### config.mk
export PLATFORM = sky130hd
export DESIGN_NAME = next_pc_unit
export DESIGN_NICKNAME = d
export VERILOG_FILES = /design/src/rtl/npc_pkg.sv /design/src/rtl/npc_rst_sync.sv /design/src/rtl/npc_branch_eval.sv /design/src/rtl/npc_target_sel.sv /design/src/rtl/npc_pc_reg.sv /design/src/rtl/next_pc_unit.sv
export SDC_FILE = /design/constraint.sdc
export NUM_CORES = 1
export LEC_CHECK = 0
export BUFFER_PORTS_ARGS = -buffer_cell sky130_fd_sc_hd__clkbuf_2
export CAP_MARGIN = 5
export CELL_PAD_IN_SITES_DETAIL_PLACEMENT = 1
export CELL_PAD_IN_SITES_GLOBAL_PLACEMENT = 1
export CORE_ASPECT_RATIO = 0.8
export CORE_UTILIZATION = 27
export DETAILED_ROUTE_END_ITERATION = 10
export PLACE_DENSITY = 0.85
export SYNTH_ARGS = -nofsm -noshare
export SYNTH_HDL_FRONTEND = slang
export SYNTH_SLANG_ARGS = --single-unit
### constraint.sdc
create_clock -name clk -period 2 [get_ports clk]
set_input_delay 0.1 -clock clk [delete_from_list [all_inputs] [get_ports clk]]
set_output_delay 0.1 -clock clk [all_outputs]
set_load 0.05 [all_outputs]
### src/rtl/npc_pkg.sv
package npc_pkg;

  // Decoded control-transfer selects, one bit per instruction class
  typedef struct packed {
    logic jr;
    logic jal;
    logic j;
    logic beqz;
    logic beq;
  } npc_ctrl_t;

  // Which source fed the next address
  typedef enum logic [2:0] {
    SRC_INC  = 3'd0,
    SRC_BR   = 3'd1,
    SRC_JMP  = 3'd2,
    SRC_REG  = 3'd3
  } npc_src_e;

endpackage

### src/rtl/npc_rst_sync.sv
module npc_rst_sync #(
  parameter int STAGES = 2
) (
  input  logic clk,
  input  logic rst_n,
  output logic rst_sync_n
);

  logic [STAGES-1:0] chain_q;
  logic [STAGES-1:0] chain_d;

  always_comb begin
    chain_d = {chain_q[STAGES-2:0], 1'b1};
  end

  always_ff @(posedge clk or negedge rst_n) begin
    if (!rst_n) begin
      chain_q <= '0;
    end else begin
      chain_q <= chain_d;
    end
  end

  assign rst_sync_n = chain_q[STAGES-1];

endmodule

### src/rtl/npc_branch_eval.sv
module npc_branch_eval #(
  parameter int DATA_W = 16
) (
  input  logic              is_beq,
  input  logic              is_beqz,
  input  logic [DATA_W-1:0] cmp_a,
  input  logic [DATA_W-1:0] cmp_b,
  output logic              taken
);

  logic eq_hit;
  logic zero_hit;

  always_comb begin
    eq_hit   = is_beq  && (cmp_a == cmp_b);
    zero_hit = is_beqz && (cmp_a == '0);
    taken    = eq_hit || zero_hit;
  end

endmodule

### src/rtl/npc_target_sel.sv
module npc_target_sel
  import npc_pkg::*;
#(
  parameter int ADDR_W = 16,
  parameter int BR_W   = 6,
  parameter int JMP_W  = 12
) (
  input  npc_ctrl_t         ctrl,
  input  logic              br_taken,
  input  logic [ADDR_W-1:0] pc,
  input  logic [ADDR_W-1:0] pc_inc,
  input  logic [BR_W-1:0]   imm,
  input  logic [JMP_W-1:0]  jaddr,
  input  logic [ADDR_W-1:0] jr_value,
  output npc_src_e          src,
  output logic [ADDR_W-1:0] next_pc
);

  localparam int BR_KEEP  = ADDR_W - BR_W;
  localparam int JMP_KEEP = ADDR_W - JMP_W;

  logic [ADDR_W-1:0] br_target;
  logic [ADDR_W-1:0] jmp_target;

  // Page-style targets keep the upper bits of the current pc
  always_comb begin
    br_target  = {pc[ADDR_W-1 -: BR_KEEP],  imm};
    jmp_target = {pc[ADDR_W-1 -: JMP_KEEP], jaddr};
  end

  always_comb begin
    if (ctrl.jr) begin
      src = SRC_REG;
    end else if (ctrl.j || ctrl.jal) begin
      src = SRC_JMP;
    end else if (br_taken) begin
      src = SRC_BR;
    end else begin
      src = SRC_INC;
    end
  end

  always_comb begin
    unique case (src)
      SRC_REG: next_pc = jr_value;
      SRC_JMP: next_pc = jmp_target;
      SRC_BR:  next_pc = br_target;
      default: next_pc = pc_inc;
    endcase
  end

endmodule

### src/rtl/npc_pc_reg.sv
module npc_pc_reg #(
  parameter int ADDR_W = 16
) (
  input  logic              clk,
  input  logic              rst_n,
  input  logic              load_en,
  input  logic [ADDR_W-1:0] d,
  output logic [ADDR_W-1:0] q
);

  logic [ADDR_W-1:0] q_nxt;

  always_comb begin
    q_nxt = q;
    if (load_en) begin
      q_nxt = d;
    end
  end

  always_ff @(posedge clk or negedge rst_n) begin
    if (!rst_n) begin
      q <= '0;
    end else begin
      q <= q_nxt;
    end
  end


  pc_load_chk: assert property (@(posedge clk) disable iff (!rst_n)
    ($past(rst_n) && $past(load_en)) |-> (q == $past(d)));

endmodule

### src/rtl/next_pc_unit.sv
module next_pc_unit
  import npc_pkg::*;
#(
  parameter int ADDR_W = 16,
  parameter int BR_W   = 6,
  parameter int JMP_W  = 12
) (
  input  logic              clk,
  input  logic              rst_n,
  input  logic              is_beq,
  input  logic              is_beqz,
  input  logic              is_j,
  input  logic              is_jal,
  input  logic              is_jr,
  input  logic [BR_W-1:0]   imm6,
  input  logic [JMP_W-1:0]  jaddr,
  input  logic [ADDR_W-1:0] jr_value,
  input  logic [ADDR_W-1:0] cmp_a,
  input  logic [ADDR_W-1:0] cmp_b,
  output logic [ADDR_W-1:0] pc,
  output logic [ADDR_W-1:0] next_pc,
  output logic [ADDR_W-1:0] link_value
);

  localparam int JMP_KEEP = ADDR_W - JMP_W;
  localparam int BR_KEEP  = ADDR_W - BR_W;

  logic              rst_sync_n;
  logic              br_taken;
  logic [ADDR_W-1:0] pc_inc;
  npc_ctrl_t         ctrl;
  npc_src_e          src;

  always_comb begin
    ctrl.jr   = is_jr;
    ctrl.jal  = is_jal;
    ctrl.j    = is_j;
    ctrl.beqz = is_beqz;
    ctrl.beq  = is_beq;
    pc_inc    = pc + {{(ADDR_W-1){1'b0}}, 1'b1};
  end

  assign link_value = pc_inc;

  npc_rst_sync #(.STAGES(2)) rst_sync_i (
    .clk        (clk),
    .rst_n      (rst_n),
    .rst_sync_n (rst_sync_n)
  );

  npc_branch_eval #(.DATA_W(ADDR_W)) br_eval_i (
    .is_beq  (is_beq),
    .is_beqz (is_beqz),
    .cmp_a   (cmp_a),
    .cmp_b   (cmp_b),
    .taken   (br_taken)
  );

  npc_target_sel #(
    .ADDR_W (ADDR_W),
    .BR_W   (BR_W),
    .JMP_W  (JMP_W)
  ) tgt_sel_i (
    .ctrl     (ctrl),
    .br_taken (br_taken),
    .pc       (pc),
    .pc_inc   (pc_inc),
    .imm      (imm6),
    .jaddr    (jaddr),
    .jr_value (jr_value),
    .src      (src),
    .next_pc  (next_pc)
  );

  npc_pc_reg #(.ADDR_W(ADDR_W)) pc_reg_i (
    .clk     (clk),
    .rst_n   (rst_sync_n),
    .load_en (1'b1),
    .d       (next_pc),
    .q       (pc)
  );


  seq_incr_chk: assert property (@(posedge clk) disable iff (!rst_sync_n)
    !(is_jr || is_j || is_jal || is_beq || is_beqz) |-> (next_pc == pc + 1'b1));


  reg_jump_chk: assert property (@(posedge clk) disable iff (!rst_sync_n)
    is_jr |-> (next_pc == jr_value));


  direct_jump_chk: assert property (@(posedge clk) disable iff (!rst_sync_n)
    (!is_jr && (is_j || is_jal)) |-> (next_pc == {pc[ADDR_W-1 -: JMP_KEEP], jaddr}));


  zero_branch_chk: assert property (@(posedge clk) disable iff (!rst_sync_n)
    (is_beqz && !is_beq && !is_jr && !is_j && !is_jal) |->
      (next_pc == ((cmp_a == '0) ? {pc[ADDR_W-1 -: BR_KEEP], imm6} : pc + 1'b1)));


  link_chk: assert property (@(posedge clk) disable iff (!rst_sync_n)
    (link_value - pc) == {{(ADDR_W-1){1'b0}}, 1'b1});


  src_onehot_chk: assert property (@(posedge clk) disable iff (!rst_sync_n)
    (is_jr && (src != SRC_REG)) == 1'b0);

endmodule

==> summary.txt, run 1 <==
Status
  • Outcome: finished with violations
  • Violated checks: negative setup slack

STA
  • Fmax: 0.499 GHz
  • Setup Skew: 1.84 ps
  • Hold Fails Final Rpt: 0
  • Setup Viol. Count Final: 1
  • Tmin final: 2000 ps
  • Hold slack final: 156 ps
  • Final TNS setup: -4.26 ps
  • Worst slew pin tran: 723 ps
  • Final slew viol count: 0
  • Period utilization: 100%
  • Final WS setup: -4.26 ps
  • RSZ-0062 raised after global routing: true
  • Slew HR: 51.8%

Cells and area
  • Final non-filler cell total: 362
  • Area growth, synth to finish: 98.0%
  • Finished layout cell area: 2950 um2
  • Fill cells: 590
  • Finished Core Util: 57.3%
  • Nets@finish: 375
  • Fraction of layout instances using a drive strength above 1: 71.3%
  • ANT cells: 0

Clock network
  • TritonCTS buffer count: 3
  • Skew-Pair Late Insertion Delay: 260 ps
  • CTS tree: built
  • Clock transition at path regs: 80 ps
  • Root Buffer: clkbuf_8
  • Sink Count: 18
  • Clock buffer depth: 2
  • Htree depth: 1

GRT
  • Initial antenna violation count: 0
  • First-pass GRT wire length: 9370 um
  • GRT overflow: 0
  • Largest net degree at the start of global routing: 30
  • Gr usage total: 21.2%
  • Vias in the first global route: 1912

Placed design
  • Port Buf Inserts: 120
  • Placed cell area: 2470 um2
  • Placer congestion estimate: 0.795
  • DP HPWL: 4790 um
  • Post-place setup slack: -44.2 ps
  • Placed Cells incl. Taps: 345

Power and ir drop
  • Total power: 1.96 mW
  • Net Sw Frac: 47.3%
  • P_leak: 1.44 nW
  • Sequential power share: 23.3%
  • Clk pwr share: 15.9%
  • Pint: 1.03 mW
  • VDD IR max: 0.420 mV
  • NetSw: 928 uW
  • Pwr/cell area: 665 nW/um2
  • Combinational share of power: 60.7%

Logic synthesis
  • Sequential fraction of the synthesis area: 30.2%
  • Yosys reg bits: 18
  • Post-Synth Simple-Gate Area: 16.5%
  • Compound-Gate Fraction of Synth Area: 6.72%
  • Post-synthesis adder-cell area fraction: 0.840%
  • Synthesized cell area: 1490 um2
  • Xor-xnor portion of the synthesized cell area: 17.6%
  • Largest family of logic cells by synthesized area: multiplexers
  • Synthesized instance count: 153
  • Netlist cell types: 27
  • Multiplexer area fraction after synthesis: 23.9%
  • Synth Area per Inst: 9.74 um2
  • Synth Net Count: 227
  • Synth Warn #: 0

Routing
  • Routed WL: 6100 um
  • Pre-Repair DR Iteration Count: 4
  • Vias per inst: 4.76
  • Total number of vias: 1724
  • DRC: 0
  • WL/cell: 16.9 um
  • DRT antenna net count: 0
  • Initial DRC Count: 35

Critical path
  • Type of origin of the critical path: register
  • CP Max Fanout: 3
  • Critical path class: reg -> out
  • R2R depth: 7
  • Worst EP required: 1900 ps
  • Arrival @ worst endpoint: 1900 ps
  • Reg2Reg Capture Point: pc_reg_i.q[10]$_DFF_PN0_
  • FF-to-FF setup slack: 300 ps
  • Critical path endpoint category: primary output
  • Worst r2r src: pc_reg_i.q[1]$_DFF_PN0_

Die
  • Die area: 5820 um2
  • Io pins: 121
  • Core area: 5150 um2
  • Initial core utilization: 28.9%
  • # rows: 23
  • Die H: 68.5 um
  • Die X: 85.1 um

Worst hold path
  • Tightest Hold Check Type: in -> async

Job
  • Total of max-cap violations: 0
[cell families (layout without fill, tap and decap cells)]
kind of cell / count (synthesis) / count (layout)
DFF: 18 / 18
buffers and inverters: 9 / 156
xor gates and xnor gates: 30 / 30
AOI/OAI and AO/OA: 17 / 17
adders and majority gates: 1 / 1
muxes: 30 / 30
other: 1 / 1
and+or+nand+nor: 47 / 47
[layout by cell type, fill, tap and decap left out, types with 2 or more instances in the layout]
cell / n
mux2_2: 3
nor2_4: 2
o21ai_0: 13
clkbuf_8: 4
a21oi_1: 2
dfrtp_2: 11
xor2_2: 6
mux2_4: 15
clkbuf_16: 2
inv_1: 3
buf_8: 6
buf_4: 23
and3_4: 2
nor3_4: 3
nand4_1: 6
clkbuf_2: 97
nand2_1: 17
mux2i_1: 11
nor4_4: 2
xnor2_4: 4
nand3_1: 4
xnor2_1: 16
buf_6: 18
dfrtp_1: 7
nor2_1: 3
xnor2_2: 3
[layer usage]
metal | up-vias | part of all wire, % | global-route usage, %
met3 | 6 | 5.3 | 4.83
li1 | 823 | - | -
met5 | - | 0 | 0
met1 | 834 | 39 | 23.2
met4 | 0 | 1.5 | 4.24
met2 | 61 | 54 | 42.3
[cells in the mapped netlist]
library cell / count / area share [%]
nor4_2: 2 / 1.7
o21ai_0: 13 / 4.4
buf_12: 1 / 1.3
nor2_1: 6 / 1.5
dfrtp_1: 18 / 30
clkbuf_1: 3 / 0.76
nor4_1: 1 / 0.42
and3_1: 3 / 1.3
nand4_1: 6 / 2.5
xnor2_1: 23 / 14
nor2b_1: 1 / 0.42
mux2_4: 9 / 9.1
a21oi_1: 2 / 0.67
ha_1: 1 / 0.84
nand2_1: 17 / 4.3
buf_6: 1 / 0.76
xor2_1: 7 / 4.1
nor3_1: 4 / 1.3
nand3_1: 6 / 2.0
o41ai_2: 1 / 1.1
nor4b_2: 1 / 1.0
conb_1: 1 / 0.25
mux2_2: 9 / 6.8
a31o_1: 1 / 0.59
inv_1: 3 / 0.76
mux2i_1: 12 / 8.1
buf_2: 1 / 0.34
[final cells by class]
type / instances / area [um2] / share of cell area [%]
clock buffers: 4 / 55.1 / 1.87
repair buffers: 149 / 1040 / 35.2
well taps: 62 / 77.6 / 2.63
multi-input cells: 126 / 1300 / 44.2
inverters: 3 / 11.3 / 0.382
flip-flops and latches: 18 / 464 / 15.7
[timing repair]
action,4_1_cts,5_1_grt
hold endpoints to repair,2,0
gates cloned,0,0
gates resized for setup,24,81
endpoints found under the setup margin,21,18
buffers inserted,10,2
pin swaps,8,8
hold buffers,1,0
[state kept, by name (all words and copies together), names as in the netlist]
signal	flops
rst_sync_i.chain_q	2
pc_reg_i.q	16
[worst max-delay path: stages (launching register included)]
cell	delay, ps
dfrtp_2	390
ha_4	140
nand4_1	170
nor2b_2	200
nand3_2	130
xnor2_4	150
mux2_4	290
clkbuf_16	170
[how the worst max path moves through the flow]
stage                                  from     endpoint  depth (start not counted)
floorplan           pc_reg_i.q[6]$_DFF_PN0_  next_pc[14]                          5
detailed placement                 cmp_a[5]   next_pc[6]                          8
global route        pc_reg_i.q[1]$_DFF_PN0_  next_pc[10]                          7
CTS                 pc_reg_i.q[1]$_DFF_PN0_  next_pc[10]                          7
global placement                   cmp_a[0]   next_pc[5]                          8
finish              pc_reg_i.q[1]$_DFF_PN0_  next_pc[10]                          7
[power by group through the flow]
stage	logic (mW)	clock network, mW	registers (mW)
2_1_floorplan	0.589	0	0.619
3_3_place_gp	1.02	0	0.464
3_5_place_dp	1.04	0	0.469
4_1_cts	1.11	0.326	0.458
5_1_grt	1.25	0.343	0.467
6_report	1.19	0.313	0.458
Power figures use the tool's default switching activity.
==> run 2, diff against run 1 <==
--- a/config.mk
+++ b/config.mk
@@ -9,7 +9,6 @@
 export CAP_MARGIN = 5
 export CELL_PAD_IN_SITES_DETAIL_PLACEMENT = 1
 export CELL_PAD_IN_SITES_GLOBAL_PLACEMENT = 1
-export CORE_ASPECT_RATIO = 0.8
 export CORE_UTILIZATION = 27
 export DETAILED_ROUTE_END_ITERATION = 10
 export PLACE_DENSITY = 0.85
==> summary.txt, run 2 (synthesis gave the netlist of run 1 again) <==
Die
  • Die X: 76.3 um (-10%)
  • # rows: 26 (+13%)
  • Die area: 5820 um2 (about the same)
  • Io pins: 121 (unchanged)
  • Core area: 5200 um2 (+1.0%)
  • Die H: 76.3 um (+11%)
  • Initial core utilization: 28.6% (-0.30 points)

Critical path
  • Critical path endpoint category: primary output
  • CP Max Fanout: 2 (-1)
  • Type of origin of the critical path: register
  • Worst Setup SP: pc_reg_i.q[0]$_DFF_PN0_
  • Critical path class: reg -> out
  • Arrival @ worst endpoint: 1890 ps (about the same)
  • Worst EP required: 1900 ps (about the same)
  • Worst r2r src: pc_reg_i.q[0]$_DFF_PN0_

Cells and area
  • Fraction of layout instances using a drive strength above 1: 71.3% (about the same)
  • Finished Core Util: 53.6% (-3.7 points)
  • Area growth, synth to finish: 87.2%
  • Final non-filler cell total: 366 (+1.1%)
  • Commonest cells after routing, fill and taps aside: clkbuf_2 (106), buf_4 (23), nand2_1 (17)
  • ANT cells: 0 (unchanged)
  • Nets@finish: 371 (-1.1%)
  • Most common cell after layout, fill and taps aside: clkbuf_2
  • Max reg flops: 16 (unchanged)
  • Largest regs: pc_reg_i.q x16, rst_sync_i.chain_q x2
  • Biggest register: pc_reg_i.q

Routing
  • WL/cell: 15.8 um (-6.5%)
  • Routed WL: 5770 um (-5.5%)
  • DRC: 0 (unchanged)
  • Vias per inst: 4.64 (-2.5%)
  • Pre-Repair DR Iteration Count: 4 (unchanged)
  • Total number of vias: 1700 (-1.4%)
  • DRT antenna net count: 0 (unchanged)
  • Initial DRC Count: 41 (+17%)

STA
  • Hold Fails Final Rpt: 0 (unchanged)
  • Setup Viol. Count Final: 0 (-1)
  • Fmax: 0.501 GHz (+0.48%)
  • Period utilization: 99.7% (-0.48 points)
  • Setup Skew: 9.69 ps (+7.86 ps)
  • Final slew viol count: 0 (unchanged)
  • Hold slack final: 150 ps (-6.53 ps)
  • Slew HR: 53.6% (+1.8 points)
  • Tmin final: 1990 ps (-9.64 ps)
  • RSZ-0062 raised after global routing: true
  • Worst slew pin tran: 695 ps (-27.3 ps)

Clock network
  • Clock buffer depth: 2 (unchanged)
  • CTS tree: built
  • Sink Count: 18 (unchanged)
  • Htree depth: 1 (unchanged)
  • Skew-Pair Late Insertion Delay: 260 ps (about the same)
  • TritonCTS buffer count: 3 (unchanged)
  • Root Buffer: clkbuf_8
  • Clock transition at path regs: 80 ps (about the same)

Placed design
  • Placed Cells incl. Taps: 352 (+2.0%)
  • DP HPWL: 4540 um (-5.3%)
  • Port Buf Inserts: 120 (unchanged)
  • Placer congestion estimate: 0.759 (-4.5%)

Power and ir drop
  • Pwr/cell area: 677 nW/um2 (+1.8%)
  • Total power: 1.89 mW (-3.7%)
  • Clk pwr share: 16.2% (+0.3 points)
  • Net Sw Frac: 48.0% (+0.68 points)
  • Pint: 982 uW (-4.9%)
  • NetSw: 907 uW (-2.3%)
  • VDD IR max: 0.495 mV (+18%)
  • Combinational share of power: 59.7% (-1.0 points)
  • Sequential power share: 24.2% (+0.9 points)
  • P_leak: 1.39 nW (-3.9%)

GRT
  • Initial antenna violation count: 0 (unchanged)
  • Largest net degree at the start of global routing: 30 (unchanged)
  • GRT overflow: 0 (unchanged)
  • Vias in the first global route: 1906 (-0.31%)
  • Gr usage total: 20.2% (-0.92 points)
  • First-pass GRT wire length: 9250 um (-1.3%)

Job
  • Total of max-cap violations: 0 (unchanged)

Worst hold path
  • Tightest Hold Check Type: in -> async

Status
  • Outcome: complete, no violations
-- run 2: changes by cell type in the layout (fill, tap and decap cells not counted), moves of 5 or more --
cell,delta
buf_2,+5
buf_6,-13
buf_8,-5
clkbuf_2,+9
-- run 2: final cells by class --
cell class                 instances  area [um2]
inverter                           3        11.3
sequential                        18         464
tap                               70        87.6
clock buffer                       4        55.1
multi-input combinational        126        1280
fill                             623        2410
timing repair buffer             145         893
-- run 2: repair_timing --
| item | 4_1_cts | 5_1_grt |
|---|---|---|
| hold buffers | 1 | 0 |
| buffers inserted | 8 | 1 |
| endpoints found under the hold margin | 2 | 0 |
| pin swaps | 10 | 4 |
| endpoints found under the setup margin | 21 | 17 |
| gates resized for setup | 24 | 26 |
-- run 2: layer usage --
layer | GRT usage [%] | up-vias | wire (um)
li1 | - | 818 | -
met1 | 22.2 | 794 | 2170
met2 | 40.5 | 84 | 3140
met3 | 3.59 | 4 | 393
met4 | 2.88 | 0 | 68
met5 | 0 | - | 0
-- run 2: critical path: stages, from the launching register on --
cell       delay, ps
dfrtp_2          390
ha_4             130
nand4_1          180
nor2b_2          200
nand3_2          130
xnor2_4          150
mux2_4           290
clkbuf_16        180
-- run 2: path summary, 6_finish.rpt --
kind	depth (start not counted)	slack (ps)	endpoint
worst min register to register	0	290	pc_reg_i.q[7]$_DFF_PN0_
max in group asynchronous	0	1210	pc_reg_i.q[5]$_DFF_PN0_
worst max-delay path	7	5	next_pc[10]
worst max register to register	7	310	pc_reg_i.q[10]$_DFF_PN0_
min in group clk	4	200	pc_reg_i.q[7]$_DFF_PN0_
worst min-delay path	2	150	rst_sync_i.chain_q[1]$_DFF_PN0_
-- run 2: per-stage QoR --
| stage | setup TNS, ps | instance area (um2) | setup slack, ps |
|---|---|---|---|
| floorplan | -3440 | 1710 | -256 |
| global placement | 0 | 2480 | 18.3 |
| detailed placement | -60.8 | 2480 | -58.4 |
| CTS | -6.15 | 2720 | -6.15 |
| global route | -358 | 2790 | -86.5 |
| finish | 0 | 2790 | 5.38 |
-- run 2: power by group through the flow --
stage | Clock [mW] | Combinational, mW | Sequential, mW
final | 0.305 | 1.13 | 0.457
after floorplan | 0 | 0.589 | 0.619
after detailed placement | 0 | 1.04 | 0.471
after global routing | 0.327 | 1.18 | 0.466
after global placement | 0 | 1.01 | 0.465
after CTS | 0.314 | 1.11 | 0.457
==> run 3, diff against run 2 <==
--- a/config.mk
+++ b/config.mk
@@ -9,9 +9,10 @@
 export CAP_MARGIN = 5
 export CELL_PAD_IN_SITES_DETAIL_PLACEMENT = 1
 export CELL_PAD_IN_SITES_GLOBAL_PLACEMENT = 1
-export CORE_UTILIZATION = 27
+export CORE_UTILIZATION = 24
 export DETAILED_ROUTE_END_ITERATION = 10
-export PLACE_DENSITY = 0.85
+export PLACE_DENSITY = 0.8
+export RECOVER_POWER = 100
 export SYNTH_ARGS = -nofsm -noshare
 export SYNTH_HDL_FRONTEND = slang
 export SYNTH_SLANG_ARGS = --single-unit
==> constraint.sdc (replaced) <==
create_clock -name clk -period 1.8 [get_ports clk]
set_input_delay 0.09 -clock clk [delete_from_list [all_inputs] [get_ports clk]]
set_output_delay 0.09 -clock clk [all_outputs]
set_load 0.05 [all_outputs]
==> summary.txt, run 3 (synthesis gave the netlist of run 1 again) <==
Status
  • Outcome: finished with violations
  • Violated checks: negative setup slack

Routing
  • DRC: 0 (unchanged)
  • Routed WL: 6590 um (+14%)
  • Total number of vias: 1788 (+5.2%)
  • DRT antenna net count: 0 (unchanged)
  • Vias per inst: 4.61 (-0.79%)
  • Met3 WL post-DR: 348 um (-11%)
  • WL/cell: 17.0 um (+7.7%)
  • Pre-Repair DR Iteration Count: 4 (unchanged)
  • Top sig layer: met4
  • Met2 Wirelength: 3540 um (+13%)
  • M1 wire length: 2640 um (+21%)
  • Initial DRC Count: 31 (-24%)

Die
  • Die area: 6530 um2 (+12%)
  • Die X: 80.8 um (+5.9%)
  • Die H: 80.8 um (+5.9%)
  • Initial core utilization: 25.0% (-3.6 points)
  • Io pins: 121 (unchanged)
  • Core area: 5960 um2 (+14%)
  • # rows: 28 (+7.7%)

Critical path
  • Delay-heaviest family, CP: flip-flops
  • Worst-path cell chain: ha_4 > nand4_1 > buf_6 > nor2b_4 > nand3_4 > xnor2_4 > mux2_4 > clkbuf_16
  • Worst EP required: 1710 ps (-190 ps)
  • Worst Setup SP: pc_reg_i.q[0]$_DFF_PN0_
  • FF-to-FF setup slack: 20 ps (-290 ps)
  • Critical path endpoint category: primary output
  • Highest-delay cell along the critical path: dfrtp_2
  • Crit path largest cell delay: 400 ps (about the same)
  • Bufs and invs on worst path: 2 (+1)
  • CP Max Fanout: 3 (+1)
  • Critical path class: reg -> out
  • Worst r2r src: pc_reg_i.q[0]$_DFF_PN0_
  • Arrival @ worst endpoint: 1910 ps (+20 ps)
  • Type of origin of the critical path: register

Power and ir drop
  • Pwr/cell area: 710 nW/um2 (+4.9%)
  • VDD IR max: 0.404 mV (-18%)
  • P_leak: 1.54 nW (+11%)

STA
  • Hold Fails Final Rpt: 0 (unchanged)
  • Worst slew pin tran: 766 ps (+70.8 ps)
  • RSZ-0062 raised after global routing: true
  • Hold slack final: 144 ps (-5.50 ps)
  • Setup Skew: 4.32 ps (-5.38 ps)
  • Tmin final: 2000 ps
  • Final slew viol count: 0 (unchanged)
  • Fmax: 0.500 GHz
  • Period utilization: 111%
  • Slew HR: 48.9% (-4.7 points)
  • Final WS setup: -202 ps (-207 ps)
  • Setup Viol. Count Final: 20 (+20)
  • Final TNS setup: -2620 ps (-2620 ps)

Clock network
  • Htree depth: 1 (unchanged)
  • Clock transition at path regs: 80 ps (about the same)
  • CTS tree: built
  • Clock buffer depth: 2 (unchanged)
  • Skew-Pair Late Insertion Delay: 260 ps (about the same)
  • Sink Count: 18 (unchanged)
  • TritonCTS buffer count: 3 (unchanged)
  • Root Buffer: clkbuf_8

Cells and area
  • Most common cell after layout, fill and taps aside: clkbuf_2
  • ANT cells: 0 (unchanged)
  • Largest regs: pc_reg_i.q x16, rst_sync_i.chain_q x2
  • Area growth, synth to finish: 121%
  • Commonest cells after routing, fill and taps aside: clkbuf_2 (71), buf_4 (31), nand2_1 (17), clkbuf_1 (17), buf_6 (15)
  • Max reg flops: 16 (unchanged)
  • Nets@finish: 388 (+4.6%)
  • Biggest register: pc_reg_i.q
  • Fraction of layout instances using a drive strength above 1: 67.7% (-3.6 points)

Placed design
  • Placer congestion estimate: 0.767 (+0.99%)
  • Port Buf Inserts: 120 (unchanged)
  • DP HPWL: 4850 um (+6.8%)

GRT
  • Largest net degree at the start of global routing: 30 (unchanged)
  • First-pass GRT wire length: 9860 um (+6.6%)
  • Gr usage total: 20.3% (+0.065 points)
  • Vias in the first global route: 1986 (+4.2%)
  • GRT overflow: 0 (unchanged)
  • Initial antenna violation count: 0 (unchanged)

Worst hold path
  • Tightest Hold Check Type: in -> async

Job
  • Total of max-cap violations: 0 (unchanged)
[run 3: timing repair]
| item | in CTS | in global routing |
|---|---|---|
| pin swaps | 6 | 8 |
| buffers inserted | 9 | 8 |
| endpoints found under the hold margin | 2 | 0 |
| resized for setup | 77 | 39 |
| hold buffers | 1 | 0 |
| setup endpoints to repair | 25 | 24 |
| gates cloned | 1 | 0 |
[run 3: worst register-to-register path: stages, from the launching register on]
cell and delay (ps):
dfrtp_2 440, ha_4 170, nand4_1 90, buf_6 140
nor2b_4 50, buf_6 120, xor2_4 150, mux2_4 300
buf_6 120, buf_6 100
[run 3: path summary, 6_finish.rpt]
path,to,depth (start not counted)
hold / removal,rst_sync_i.chain_q[0]$_DFF_PN0_,2
min in group clk,pc_reg_i.q[1]$_DFF_PN0_,4
setup / recovery,next_pc[10],8
hold reg to reg,pc_reg_i.q[8]$_DFF_PN0_,0
setup reg to reg,pc_reg_i.q[8]$_DFF_PN0_,9
max in group asynchronous,pc_reg_i.q[8]$_DFF_PN0_,0
[run 3: layout make-up]
class                      count  area [um2]
fill                         684        2660
multi-input combinational    126        1370
timing repair buffer         162        1290
sequential                    18         468
tap                           75        93.8
clock buffer                   4        55.1
inverter                       3        11.3
[run 3: routing by layer]
layer | up-vias | global-route usage [%]
met4 | 0 | 3.93
met2 | 77 | 39.4
met1 | 848 | 22.8
met3 | 6 | 3.93
met5 | - | 0
li1 | 857 | -
[run 3: power by group]
part / switching (mW) / total, mW / internal [mW]
combinational: 0.864 / 1.49 / 0.622
clock: 0.152 / 0.347 / 0.194
sequential: 0.0521 / 0.508 / 0.456
[run 3: stage by stage]
stage	power, mW	instance area (um2)	instances	utilization, %	setup slack [ps]
CTS	2.30	3200	382	53.8	-227
finish	2.34	3300	388	55.3	-202
floorplan	1.37	1800	153	-	-376
detailed placement	1.74	2660	367	44.7	-180
global placement	1.71	2660	367	44.7	-135
global route	2.45	3300	388	55.3	-275
